## config.mk

```make
export PLATFORM = sky130hd
export DESIGN_NAME = vrp_top
export DESIGN_NICKNAME = d
export VERILOG_FILES = /design/src/rtl/vrp_pkg.sv /design/src/rtl/vrp_ctrl.sv /design/src/rtl/vrp_datapath.sv /design/src/rtl/vrp_top.sv
export SDC_FILE = /design/constraint.sdc
export NUM_CORES = 1
export LEC_CHECK = 0
export ABC_CLOCK_PERIOD_IN_PS = 2300
export BUFFER_PORTS_ARGS = -buffer_cell sky130_fd_sc_hd__buf_2
export CAP_MARGIN = 5
export CORE_MARGIN = 10
export CORE_UTILIZATION = 25
export CTS_BUF_LIST = sky130_fd_sc_hd__clkbuf_4
export DETAILED_ROUTE_END_ITERATION = 10
export GPL_ROUTABILITY_DRIVEN = 0
export PLACE_DENSITY = 0.57
export SLEW_MARGIN = 20
export SYNTH_ARGS = -nofsm -noshare
export SYNTH_HDL_FRONTEND = slang
export SYNTH_SLANG_ARGS = --single-unit
```

## constraint.sdc

```tcl
create_clock -name clk -period 2.3 [get_ports clk]
set_clock_uncertainty 0.05 [all_clocks]
set_input_delay 0.46 -clock clk [delete_from_list [all_inputs] [get_ports clk]]
set_output_delay 0.46 -clock clk [all_outputs]
set_load 0.05 [all_outputs]
```

## src/rtl/vrp_pkg.sv

```systemverilog
package vrp_pkg;
  typedef enum logic [2:0] {
    REG_CTRL    = 3'd0,
    REG_MASK    = 3'd1,
    REG_STATUS  = 3'd2,
    REG_SPRADDR = 3'd3,
    REG_SPRDATA = 3'd4,
    REG_SCROLL  = 3'd5,
    REG_VADDR   = 3'd6,
    REG_VDATA   = 3'd7
  } regIdx_e;

  localparam int INC_BIT = 2;
  localparam int NMI_BIT = 7;

  typedef struct packed {
    logic ctrlWr;
    logic maskWr;
    logic statusRd;
    logic sprAddrWr;
    logic sprDataWr;
    logic scrollWr;
    logic vaddrWr;
    logic vdataWr;
    logic vdataRd;
  } regStrb_t;
endpackage

```

## src/rtl/vrp_ctrl.sv

```systemverilog
module vrp_ctrl
  import vrp_pkg::*;
#(
  parameter int ADDR_W = 16,
  parameter int DATA_W = 8,
  parameter logic [ADDR_W-1:0] WIN_BASE = 16'h2000,
  parameter logic [ADDR_W-1:0] WIN_LAST = 16'h3FFF
) (
  input  logic              clk,
  input  logic              rstN,
  input  logic [ADDR_W-1:0] cpuAddr,
  input  logic              cpuWr,
  input  logic              cpuRd,
  input  logic [DATA_W-1:0] cpuWrData,
  input  logic              vblankSet,
  output regStrb_t          strb,
  output logic [DATA_W-1:0] ctrlReg,
  output logic [DATA_W-1:0] maskReg,
  output logic              vblankFlag,
  output logic              writeToggle,
  output logic              nmiReq
);
  logic    inWin, accWr, accRd;
  regIdx_e idx;
  logic [DATA_W-1:0] ctrlNext;
  logic    nmiNext;

  assign inWin = (cpuAddr >= WIN_BASE) && (cpuAddr <= WIN_LAST);
  assign idx   = regIdx_e'(cpuAddr[2:0]);
  assign accWr = inWin && cpuWr;
  assign accRd = inWin && cpuRd && !cpuWr;

  always_comb begin
    strb           = '0;
    strb.ctrlWr    = accWr && (idx == REG_CTRL);
    strb.maskWr    = accWr && (idx == REG_MASK);
    strb.statusRd  = accRd && (idx == REG_STATUS);
    strb.sprAddrWr = accWr && (idx == REG_SPRADDR);
    strb.sprDataWr = accWr && (idx == REG_SPRDATA);
    strb.scrollWr  = accWr && (idx == REG_SCROLL);
    strb.vaddrWr   = accWr && (idx == REG_VADDR);
    strb.vdataWr   = accWr && (idx == REG_VDATA);
    strb.vdataRd   = accRd && (idx == REG_VDATA);
  end

  assign ctrlNext = strb.ctrlWr ? cpuWrData : ctrlReg;
  assign nmiNext  = (vblankSet && ctrlNext[NMI_BIT]) ||
                    (strb.ctrlWr && cpuWrData[NMI_BIT] && !ctrlReg[NMI_BIT] && vblankFlag);

  always_ff @(posedge clk or negedge rstN) begin
    if (!rstN) begin
      ctrlReg     <= '0;
      maskReg     <= '0;
      vblankFlag  <= 1'b0;
      writeToggle <= 1'b0;
      nmiReq      <= 1'b0;
    end else begin
      ctrlReg <= ctrlNext;
      if (strb.maskWr) maskReg <= cpuWrData;
      if (vblankSet)          vblankFlag <= 1'b1;
      else if (strb.statusRd) vblankFlag <= 1'b0;
      if (strb.statusRd)                       writeToggle <= 1'b0;
      else if (strb.scrollWr || strb.vaddrWr)  writeToggle <= !writeToggle;
      nmiReq <= nmiNext;
    end
  end


  status_clear_chk: assert property (@(posedge clk) disable iff (!rstN)
    (strb.statusRd && !vblankSet) |=> (!vblankFlag && !writeToggle));

  toggle_flip_chk: assert property (@(posedge clk) disable iff (!rstN)
    (strb.scrollWr || strb.vaddrWr) |=> (writeToggle != $past(writeToggle)));

  vblank_set_chk: assert property (@(posedge clk) disable iff (!rstN)
    vblankSet |=> vblankFlag);

  nmi_cause_chk: assert property (@(posedge clk) disable iff (!rstN)
    nmiReq |-> $past(vblankSet || strb.ctrlWr));
endmodule

```

## src/rtl/vrp_datapath.sv

```systemverilog
module vrp_datapath
  import vrp_pkg::*;
#(
  parameter int DATA_W = 8,
  parameter int PTR_W = 14,
  parameter int SPR_W = 8,
  parameter logic [PTR_W-1:0] PAL_START = 14'h3F00,
  parameter int WIDE_STEP = 32
) (
  input  logic              clk,
  input  logic              rstN,
  input  regStrb_t          strb,
  input  logic [DATA_W-1:0] cpuWrData,
  input  logic              incWide,
  input  logic              writeToggle,
  input  logic              vblankFlag,
  input  logic [DATA_W-1:0] vmemRdData,
  output logic [DATA_W-1:0] cpuRdData,
  output logic [PTR_W-1:0]  vmemAddr,
  output logic              vmemWrEn,
  output logic [DATA_W-1:0] vmemWrData,
  output logic              vmemRdEn,
  output logic [SPR_W-1:0]  sprAddr,
  output logic              sprWrEn,
  output logic [DATA_W-1:0] sprWrData
);
  localparam int HI_W = PTR_W - DATA_W;

  logic [PTR_W-1:0]  ptr;
  logic [PTR_W-1:0]  step;
  logic [DATA_W-1:0] rdBuf;
  logic              inPalette;

  assign step      = incWide ? PTR_W'(WIDE_STEP) : PTR_W'(1);
  assign inPalette = (ptr >= PAL_START);

  assign vmemAddr   = ptr;
  assign vmemWrEn   = strb.vdataWr;
  assign vmemWrData = cpuWrData;
  assign vmemRdEn   = strb.vdataRd;
  assign sprWrEn    = strb.sprDataWr;
  assign sprWrData  = cpuWrData;

  always_comb begin
    cpuRdData = '0;
    if (strb.statusRd)     cpuRdData = {vblankFlag, {(DATA_W-1){1'b0}}};
    else if (strb.vdataRd) cpuRdData = inPalette ? vmemRdData : rdBuf;
  end

  always_ff @(posedge clk or negedge rstN) begin
    if (!rstN) begin
      ptr     <= '0;
      rdBuf   <= '0;
      sprAddr <= '0;
    end else begin
      if (strb.vaddrWr) begin
        if (writeToggle) ptr <= {ptr[PTR_W-1:DATA_W], cpuWrData};
        else             ptr <= {cpuWrData[HI_W-1:0], ptr[DATA_W-1:0]};
      end else if (strb.vdataWr || strb.vdataRd) begin
        ptr <= ptr + step;
      end
      if (strb.vdataRd) rdBuf <= vmemRdData;
      if (strb.sprAddrWr)      sprAddr <= cpuWrData[SPR_W-1:0];
      else if (strb.sprDataWr) sprAddr <= sprAddr + SPR_W'(1);
    end
  end


  ptr_step_chk: assert property (@(posedge clk) disable iff (!rstN)
    (strb.vdataWr || strb.vdataRd) |=> (vmemAddr == $past(vmemAddr) + $past(step)));

  spr_inc_chk: assert property (@(posedge clk) disable iff (!rstN)
    strb.sprDataWr |=> (sprAddr == $past(sprAddr) + SPR_W'(1)));

  port_excl_chk: assert property (@(posedge clk) disable iff (!rstN)
    $onehot0({vmemWrEn, vmemRdEn, sprWrEn}));
endmodule

```

## src/rtl/vrp_top.sv

```systemverilog
module vrp_top
  import vrp_pkg::*;
#(
  parameter int ADDR_W = 16,
  parameter int DATA_W = 8,
  parameter int PTR_W = 14,
  parameter int SPR_W = 8
) (
  input  logic              clk,
  input  logic              rstN,
  input  logic [ADDR_W-1:0] cpuAddr,
  input  logic              cpuWr,
  input  logic              cpuRd,
  input  logic [DATA_W-1:0] cpuWrData,
  output logic [DATA_W-1:0] cpuRdData,
  input  logic              vblankSet,
  output logic              nmiReq,
  output logic [DATA_W-1:0] ctrlOut,
  output logic [DATA_W-1:0] maskOut,
  output logic [PTR_W-1:0]  vmemAddr,
  output logic              vmemWrEn,
  output logic [DATA_W-1:0] vmemWrData,
  output logic              vmemRdEn,
  input  logic [DATA_W-1:0] vmemRdData,
  output logic [SPR_W-1:0]  sprAddr,
  output logic              sprWrEn,
  output logic [DATA_W-1:0] sprWrData
);
  regStrb_t strb;
  logic     vblankFlag, writeToggle;

  vrp_ctrl #(.ADDR_W(ADDR_W), .DATA_W(DATA_W)) ctrl_i (
    .clk(clk), .rstN(rstN), .cpuAddr(cpuAddr), .cpuWr(cpuWr), .cpuRd(cpuRd),
    .cpuWrData(cpuWrData), .vblankSet(vblankSet), .strb(strb),
    .ctrlReg(ctrlOut), .maskReg(maskOut), .vblankFlag(vblankFlag),
    .writeToggle(writeToggle), .nmiReq(nmiReq)
  );

  vrp_datapath #(.DATA_W(DATA_W), .PTR_W(PTR_W), .SPR_W(SPR_W)) dp_i (
    .clk(clk), .rstN(rstN), .strb(strb), .cpuWrData(cpuWrData),
    .incWide(ctrlOut[INC_BIT]), .writeToggle(writeToggle), .vblankFlag(vblankFlag),
    .vmemRdData(vmemRdData), .cpuRdData(cpuRdData), .vmemAddr(vmemAddr),
    .vmemWrEn(vmemWrEn), .vmemWrData(vmemWrData), .vmemRdEn(vmemRdEn),
    .sprAddr(sprAddr), .sprWrEn(sprWrEn), .sprWrData(sprWrData)
  );
endmodule

```

==> results.md, run 1 <==
Final layout
- 0 — diodes inserted
- 438 — count of nets after finishing
- 3636 sq um — finished layout cell area
- sky130_fd_sc_hd__buf_2 — commonest non-fill, non-tap cell in the layout
- sky130_fd_sc_hd__buf_2 (86), sky130_fd_sc_hd__nand2_1 (51), sky130_fd_sc_hd__dfrtp_1 (49) — most frequent cells in the layout
- 28.53% — area growth from synthesis to layout
- 33.25% — final core occ
- 39.70% — fraction of final layout cells sized beyond drive strength 1

Clock network
- 2 — H-tree levels
- 49 — number of sinks driven by the clock tree
- 5 — TritonCTS buffer count
- 2 — CTS Buffer Depth
- built — TritonCTS clock tree
- 380 ps — clock latency of the later-clocked register in the worst-skew pair
- 140 ps — clock slew seen by the registers of the worst setup and hold paths
- sky130_fd_sc_hd__clkbuf_4 — clock root buffer master

Power
- 2.414 mW — Design Power
- 0.0003252 V — maximum ir drop on the vdd rail
- 1.858 nW — Static Leak
- 22.0% — clock network fraction of design power
- 43.1% — proportion of power drawn by flip-flops and latches
- 1.409 mW — internal power
- 1.005 mW — power spent charging and discharging nets
- 663.8 nW/um^2 — power density relative to cell area
- 41.63% — switching part of the total
- 34.9% — fraction of power consumed by combinational cells

Run status
- finished, final reports clean — result of the run

Placement
- 6654 um — final HPWL from detailed placement
- 3487 sq um — area of placed instances
- 92 — PortBufs
- 46.06 ps — post-placement worst setup slack

Routing
- 4.890 — Via-to-Cell Ratio
- 125 — 1st-iter DRT viols
- 0 — # DRC
- 4 — total iterations of the first detailed-routing run
- 16.29 um — routed wire length per instance
- 0 — remaining antenna violation count after routing
- 2,631 — via count
- 8762 um — final WL

GRT
- 0 — global-route congestion overflow total
- 10.90% — aggregate global-route resource usage
- 14,450 um — first-pass GRT wire length
- 1 — number of antenna violations at the first check in global routing
- 2,618 — number of global-route vias before repair
- 28 — maximum number of pins on one net before global-route repair

Yosys
- 43.34% — fraction of post-synthesis cell area in the top cell type by area
- sky130_fd_sc_hd__dfrtp_1 — post-synthesis cell type with the largest combined area
- 0 — total number of yosys warnings
- 50 — Yosys cell types
- 100.0% — post-synthesis async set-or-reset flop share
- 43.34% — Seq/Total Area, Yosys
- sky130_fd_sc_hd__dfrtp_1 (43%), sky130_fd_sc_hd__nand2_1 (6.9%), sky130_fd_sc_hd__mux2_2 (6.0%) — largest cells by area after synthesis
- 49 — Yosys reg bits
- 0 — EDFF count, synth
- 9.245 sq um — average size of a mapped cell
- sky130_fd_sc_hd__dfrtp_1 — dominant register cell in the synthesized netlist
- 347 — Post-Synthesis Net Count
- 2829 sq um — Netlist Area Pre-Place
- 306 — synthesized instance count

Timing
- 569.0 ps — pin slew with the least headroom to its limit
- 451.7 MHz — timing-limited maximum frequency
- 0 — final number of max-transition violations
- 96.25% — ratio of final minimum period to clock period
- no — setup repair after global routing missed its margin
- 0 — final count of negative-setup-slack endpoints
- 62.07% — Slew headroom
- 0 ps — summed negative setup slack over all endpoints
- 86.20 ps — setup slack of the critical path after layout
- 2214 ps — min cycle time layout
- 0 — number of hold violations in the final report

Floorplan
- 10,940 sq um — core outline area
- 103 — I/O pins
- 15,970 sq um — Die Outline Area
- 25.87% — Initial Util
- 126.4 um — die width
- 38 — standard-cell rows
- 126.4 um — DIE HEIGHT

Critical path
- output pin — element type at the critical path end
- primary input — type of element launching the critical path
- primary input to output pin — type of the worst setup path
- 17 — largest driver fanout on the critical path
- 1790 ps — Critical Path RT
- 1700 ps — critical path arrival

Run
- 0 — Maximum Capacitance Violations

Hold path
- primary input to flop — worst min path class

==> per-stage QoR <==
step	hold slack [ps]	instances
floorplan	114.4	306
global placement	407.7	528
detailed placement	415.7	528
CTS	200.5	537
global route	208.0	538
finish	231.7	538
==> per-layer routing <==
metal,wire (um),GRT usage [%]
met5,7,0
met1,3805,13.51
met3,800,4.540
met4,87,2.277
met2,4061,17.31
==> synth_stat cells (2+ instances only) <==
library cell,n
sky130_fd_sc_hd__a31oi_1,4
sky130_fd_sc_hd__o21ai_1,4
sky130_fd_sc_hd__nand4_1,4
sky130_fd_sc_hd__dfrtp_1,49
sky130_fd_sc_hd__and3_1,8
sky130_fd_sc_hd__or3_1,2
sky130_fd_sc_hd__ha_1,4
sky130_fd_sc_hd__nand2_1,52
sky130_fd_sc_hd__o32a_1,2
sky130_fd_sc_hd__a22oi_1,3
sky130_fd_sc_hd__a221o_1,3
sky130_fd_sc_hd__buf_4,18
sky130_fd_sc_hd__and2_1,3
sky130_fd_sc_hd__inv_1,9
sky130_fd_sc_hd__o311ai_1,3
sky130_fd_sc_hd__nand3_1,10
sky130_fd_sc_hd__nor3_1,5
sky130_fd_sc_hd__o211ai_1,2
sky130_fd_sc_hd__a21oi_1,7
sky130_fd_sc_hd__a32oi_1,5
sky130_fd_sc_hd__mux2_2,15
sky130_fd_sc_hd__clkbuf_1,3
sky130_fd_sc_hd__nor2_1,29
sky130_fd_sc_hd__o21ai_0,18
sky130_fd_sc_hd__a31o_2,2
sky130_fd_sc_hd__a41oi_1,2
sky130_fd_sc_hd__nand3b_1,4
sky130_fd_sc_hd__mux2i_1,8
sky130_fd_sc_hd__buf_2,7
==> final cells by class <==
cell class,instances,area (sq um)
Multi-Input combinational cell,217,1438
Timing Repair Buffer,113,676.9
Tap cell,140,175.2
Clock inverter,3,41.29
Inverter,11,41.29
Fill cell,1148,7300
Sequential cell,49,1226
Clock buffer,5,37.54
==> critical path, stage by stage <==
cell                       delay [ps]
sky130_fd_sc_hd__buf_2            130
sky130_fd_sc_hd__nor4bb_2         290
sky130_fd_sc_hd__buf_4            160
sky130_fd_sc_hd__nand4_2          120
sky130_fd_sc_hd__buf_12           190
sky130_fd_sc_hd__nor2_2            90
sky130_fd_sc_hd__buf_2            260
==> timing repair <==
item	4_1_cts	5_1_grt
endpoints found under the setup margin	8	8
setup buffers	0	1
pin swaps	1	0
hold buffers	1	0
endpoints found under the hold margin	17	0
gates resized for setup	5	9
==> registers in the layout, indices dropped and copies added (netlist names) <==
register	flops
ctrl_i.ctrlReg	8
ctrl_i.maskReg	8
ctrl_i.nmiReq	1
ctrl_i.vblankFlag	1
ctrl_i.writeToggle	1
dp_i.rdBuf	8
dp_i.sprAddr	8
dp_i.vmemAddr	14
==> power by group through the flow <==
stage / logic (mW) / registers [mW] / clock network (mW)
final: 0.842 / 1.04 / 0.531
after floorplan: 0.298 / 1.35 / 0
after global routing: 0.903 / 1.06 / 0.592
after CTS: 0.842 / 1.04 / 0.562
after detailed placement: 0.836 / 1.06 / 0
after global placement: 0.824 / 1.05 / 0
==> logic make-up (layout without fill, tap and decap cells) <==
| kind of cell | count (synthesis) | count (layout) | share of synthesized area, % |
|---|---|---|---|
| compound gates | 59 | 59 | 13.93 |
| xor+xnor | 2 | 2 | 0.6193 |
| fa+ha+maj | 4 | 4 | 1.769 |
| buf+inv | 40 | 132 | 8.049 |
| flops | 49 | 49 | 43.34 |
| mux | 23 | 23 | 8.801 |
| simple gates | 129 | 129 | 23.49 |
==> final timing paths <==
check,from,endpoint,slack (ps),cells after the start
worst max-delay path,cpuAddr[13],cpuRdData[4],90,7
min in group asynchronous,rstN,dp_i.sprAddr[3],520,2
worst min-delay path,vmemRdData[0],dp_i.rdBuf[0],230,3
worst min register to register,dp_i.rdBuf[5],dp_i.rdBuf[5],450,2
worst max register to register,ctrl_i.ctrlReg[2],dp_i.vmemAddr[9],280,7
max in group asynchronous,rstN,dp_i.rdBuf[4],1110,3
Power figures use the tool's default switching activity.
==> inputs of run 2 (changes only) <==
- CORE_MARGIN: 10 -> 8
==> results.md, run 2 (synthesized netlist as in run 1, its figures left out) <==
Run status
- finished, final reports clean — result of the run

Final layout
- 1226 sq um — Sequential cell area, unchanged
- sky130_fd_sc_hd__buf_2 — commonest non-fill, non-tap cell in the layout
- 543 — number of cells in the finished layout apart from fillers, +0.93%
- 0 — diodes inserted, unchanged
- 1428 sq um — footprint of the multi-input gates, -0.70%
- 1,186 — Fill cells, +3.3%
- 14 — max FFs per register, unchanged
- sky130_fd_sc_hd__buf_2 (84), sky130_fd_sc_hd__nand2_1 (51), sky130_fd_sc_hd__dfrtp_1 (49) — most frequent cells in the layout
- 40.25% — fraction of final layout cells sized beyond drive strength 1, +0.55 points
- 32.34% — final core occ, -0.91 points
- 441 — count of nets after finishing, +0.68%
- 3630 sq um — finished layout cell area, -0.17%
- 28.31% — area growth from synthesis to layout

Placement
- 6664 um — final HPWL from detailed placement, +0.16%
- 92 — PortBufs, unchanged
- 3473 sq um — area of placed instances, -0.39%
- 532 — total instance count after detailed placement, +0.76%
- 8.323 ps — post-placement worst setup slack, -37.74 ps

Timing
- 2229 ps — min cycle time layout, +15.18 ps
- 96.91% — ratio of final minimum period to clock period, +0.66 points
- 234.5 ps — Final Hold Slack, +2.798 ps
- 71.02 ps — setup slack of the critical path after layout, -15.18 ps
- 467.6 ps — pin slew with the least headroom to its limit, -101.4 ps
- 448.6 MHz — timing-limited maximum frequency, -0.68%
- 0 ps — summed negative setup slack over all endpoints, unchanged
- 0 — final count of negative-setup-slack endpoints, unchanged
- 0 — number of hold violations in the final report, unchanged
- 0 — final number of max-transition violations, unchanged
- yes — setup repair after global routing missed its margin
- 68.58% — Slew headroom, +6.5 points

Critical path
- sky130_fd_sc_hd__buf_4 — most common cell type on the critical path
- 4 — Critical path buffers and inverters, unchanged
- primary input — type of element launching the critical path
- 15 — largest driver fanout on the critical path, -2
- buf_2 -> nor4bb_1 -> buf_4 -> nand4_2 -> buf_4 -> o22ai_2 -> buf_6 — chain of cells forming the critical path
- sky130_fd_sc_hd__nor4bb_1 — CP max-delay cell
- output pin — element type at the critical path end
- buffers and inverters — cell class contributing the biggest share of worst-path delay
- 310 ps — maximum cell stage delay along the critical path, +20 ps
- 1790 ps — Critical Path RT, about the same
- primary input to output pin — type of the worst setup path
- 1720 ps — critical path arrival, +20 ps

Routing
- 4.764 — Via-to-Cell Ratio, -2.6%
- 2,587 — via count, -1.7%
- 3859 um — Met1 Wirelength, +1.4%
- 15.97 um — routed wire length per instance, -1.9%
- 0 — # DRC, unchanged
- 132 — 1st-iter DRT viols, +5.6%
- met4 — top routing layer used
- 4176 um — metal2 WL, +2.8%
- 8672 um — final WL, -1.0%
- 4 — total iterations of the first detailed-routing run, unchanged
- 0 — remaining antenna violation count after routing, unchanged
- 549 um — total length of routed met3 wires, -31%

GRT
- 0 — global-route congestion overflow total, unchanged
- 2,560 — number of global-route vias before repair, -2.2%
- 11.38% — aggregate global-route resource usage, +0.47 points
- 0 — number of antenna violations at the first check in global routing, -1
- 21 — maximum number of pins on one net before global-route repair, -25%
- 13,520 um — first-pass GRT wire length, -6.4%

Clock network
- 380 ps — clock latency of the later-clocked register in the worst-skew pair, about the same
- 5 — TritonCTS buffer count, unchanged
- sky130_fd_sc_hd__clkbuf_4 — clock root buffer master
- 2 — CTS Buffer Depth, unchanged
- 2 — H-tree levels, unchanged
- built — TritonCTS clock tree
- 140 ps — clock slew seen by the registers of the worst setup and hold paths, about the same
- 49 — number of sinks driven by the clock tree, unchanged

Power
- 0.0003675 V — maximum ir drop on the vdd rail, +13%
- 661.1 nW/um^2 — power density relative to cell area, -0.40%
- 2.400 mW — Design Power, -0.58%
- 1.859 nW — Static Leak, about the same

Floorplan
- 122.4 um — DIE HEIGHT, -3.2%
- 39 — standard-cell rows, +2.6%
- 103 — I/O pins, unchanged
- 122.4 um — die width, -3.2%
- 14,980 sq um — Die Outline Area, -6.2%
- 25.21% — Initial Util, -0.66 points
- 11,220 sq um — core outline area, +2.6%

Run
- 0 — Maximum Capacitance Violations, unchanged

Hold path
- primary input to flop — worst min path class

==> run 2: worst paths after layout <==
check / slack (ps) / startpoint / cells past startpoint / end
min in group asynchronous: 490 / rstN / 2 / dp_i.sprAddr[3]
min reg2reg: 440 / dp_i.rdBuf[4] / 2 / dp_i.rdBuf[4]
min: 230 / vmemRdData[1] / 3 / dp_i.rdBuf[1]
max in group asynchronous: 1080 / rstN / 3 / ctrl_i.ctrlReg[7]
max reg2reg: 260 / ctrl_i.ctrlReg[2] / 7 / dp_i.vmemAddr[9]
max: 70 / cpuAddr[15] / 7 / cpuRdData[7]
==> run 2: power by group <==
group	switching, mW	leakage (nW)	internal, mW
combinational	0.612	1.18	0.218
sequential	0.0866	0.641	0.962
clock	0.295	0.0417	0.227
==> run 2: area by class of cell <==
| type | instances | area share, % |
|---|---|---|
| Timing Repair Buffer | 116 | 18.72 |
| Tap cell | 143 | 4.929 |
| Clock buffer | 5 | 1.034 |
| Multi-Input combinational cell | 217 | 39.33 |
| Clock inverter | 2 | 1.069 |
| Sequential cell | 49 | 33.78 |
| Inverter | 11 | 1.138 |
==> run 2: metal layers <==
layer | global-route usage [%] | vias to the layer above
met2 | 18.52 | 66
met3 | 3.496 | 6
met1 | 14.33 | 1259
met5 | 0 | -
met4 | 3.046 | 0
li1 | - | 1256
==> run 2: timing repair <==
item | 4_1_cts | 5_1_grt
hold buffers | 1 | 0
pin swaps | 1 | 3
setup buffers | 2 | 1
gates cloned | 0 | 0
resized for setup | 5 | 13
setup endpoints to repair | 8 | 8
endpoints found under the hold margin | 18 | 0
==> run 2: worst register-to-register path, stage by stage (launching register included) <==
cell,delay [ps]
sky130_fd_sc_hd__dfrtp_1,450
sky130_fd_sc_hd__inv_1,90
sky130_fd_sc_hd__ha_1,180
sky130_fd_sc_hd__and3_1,200
sky130_fd_sc_hd__a41o_1,360
sky130_fd_sc_hd__a21oi_1,120
sky130_fd_sc_hd__a31o_2,220
sky130_fd_sc_hd__a221o_1,260
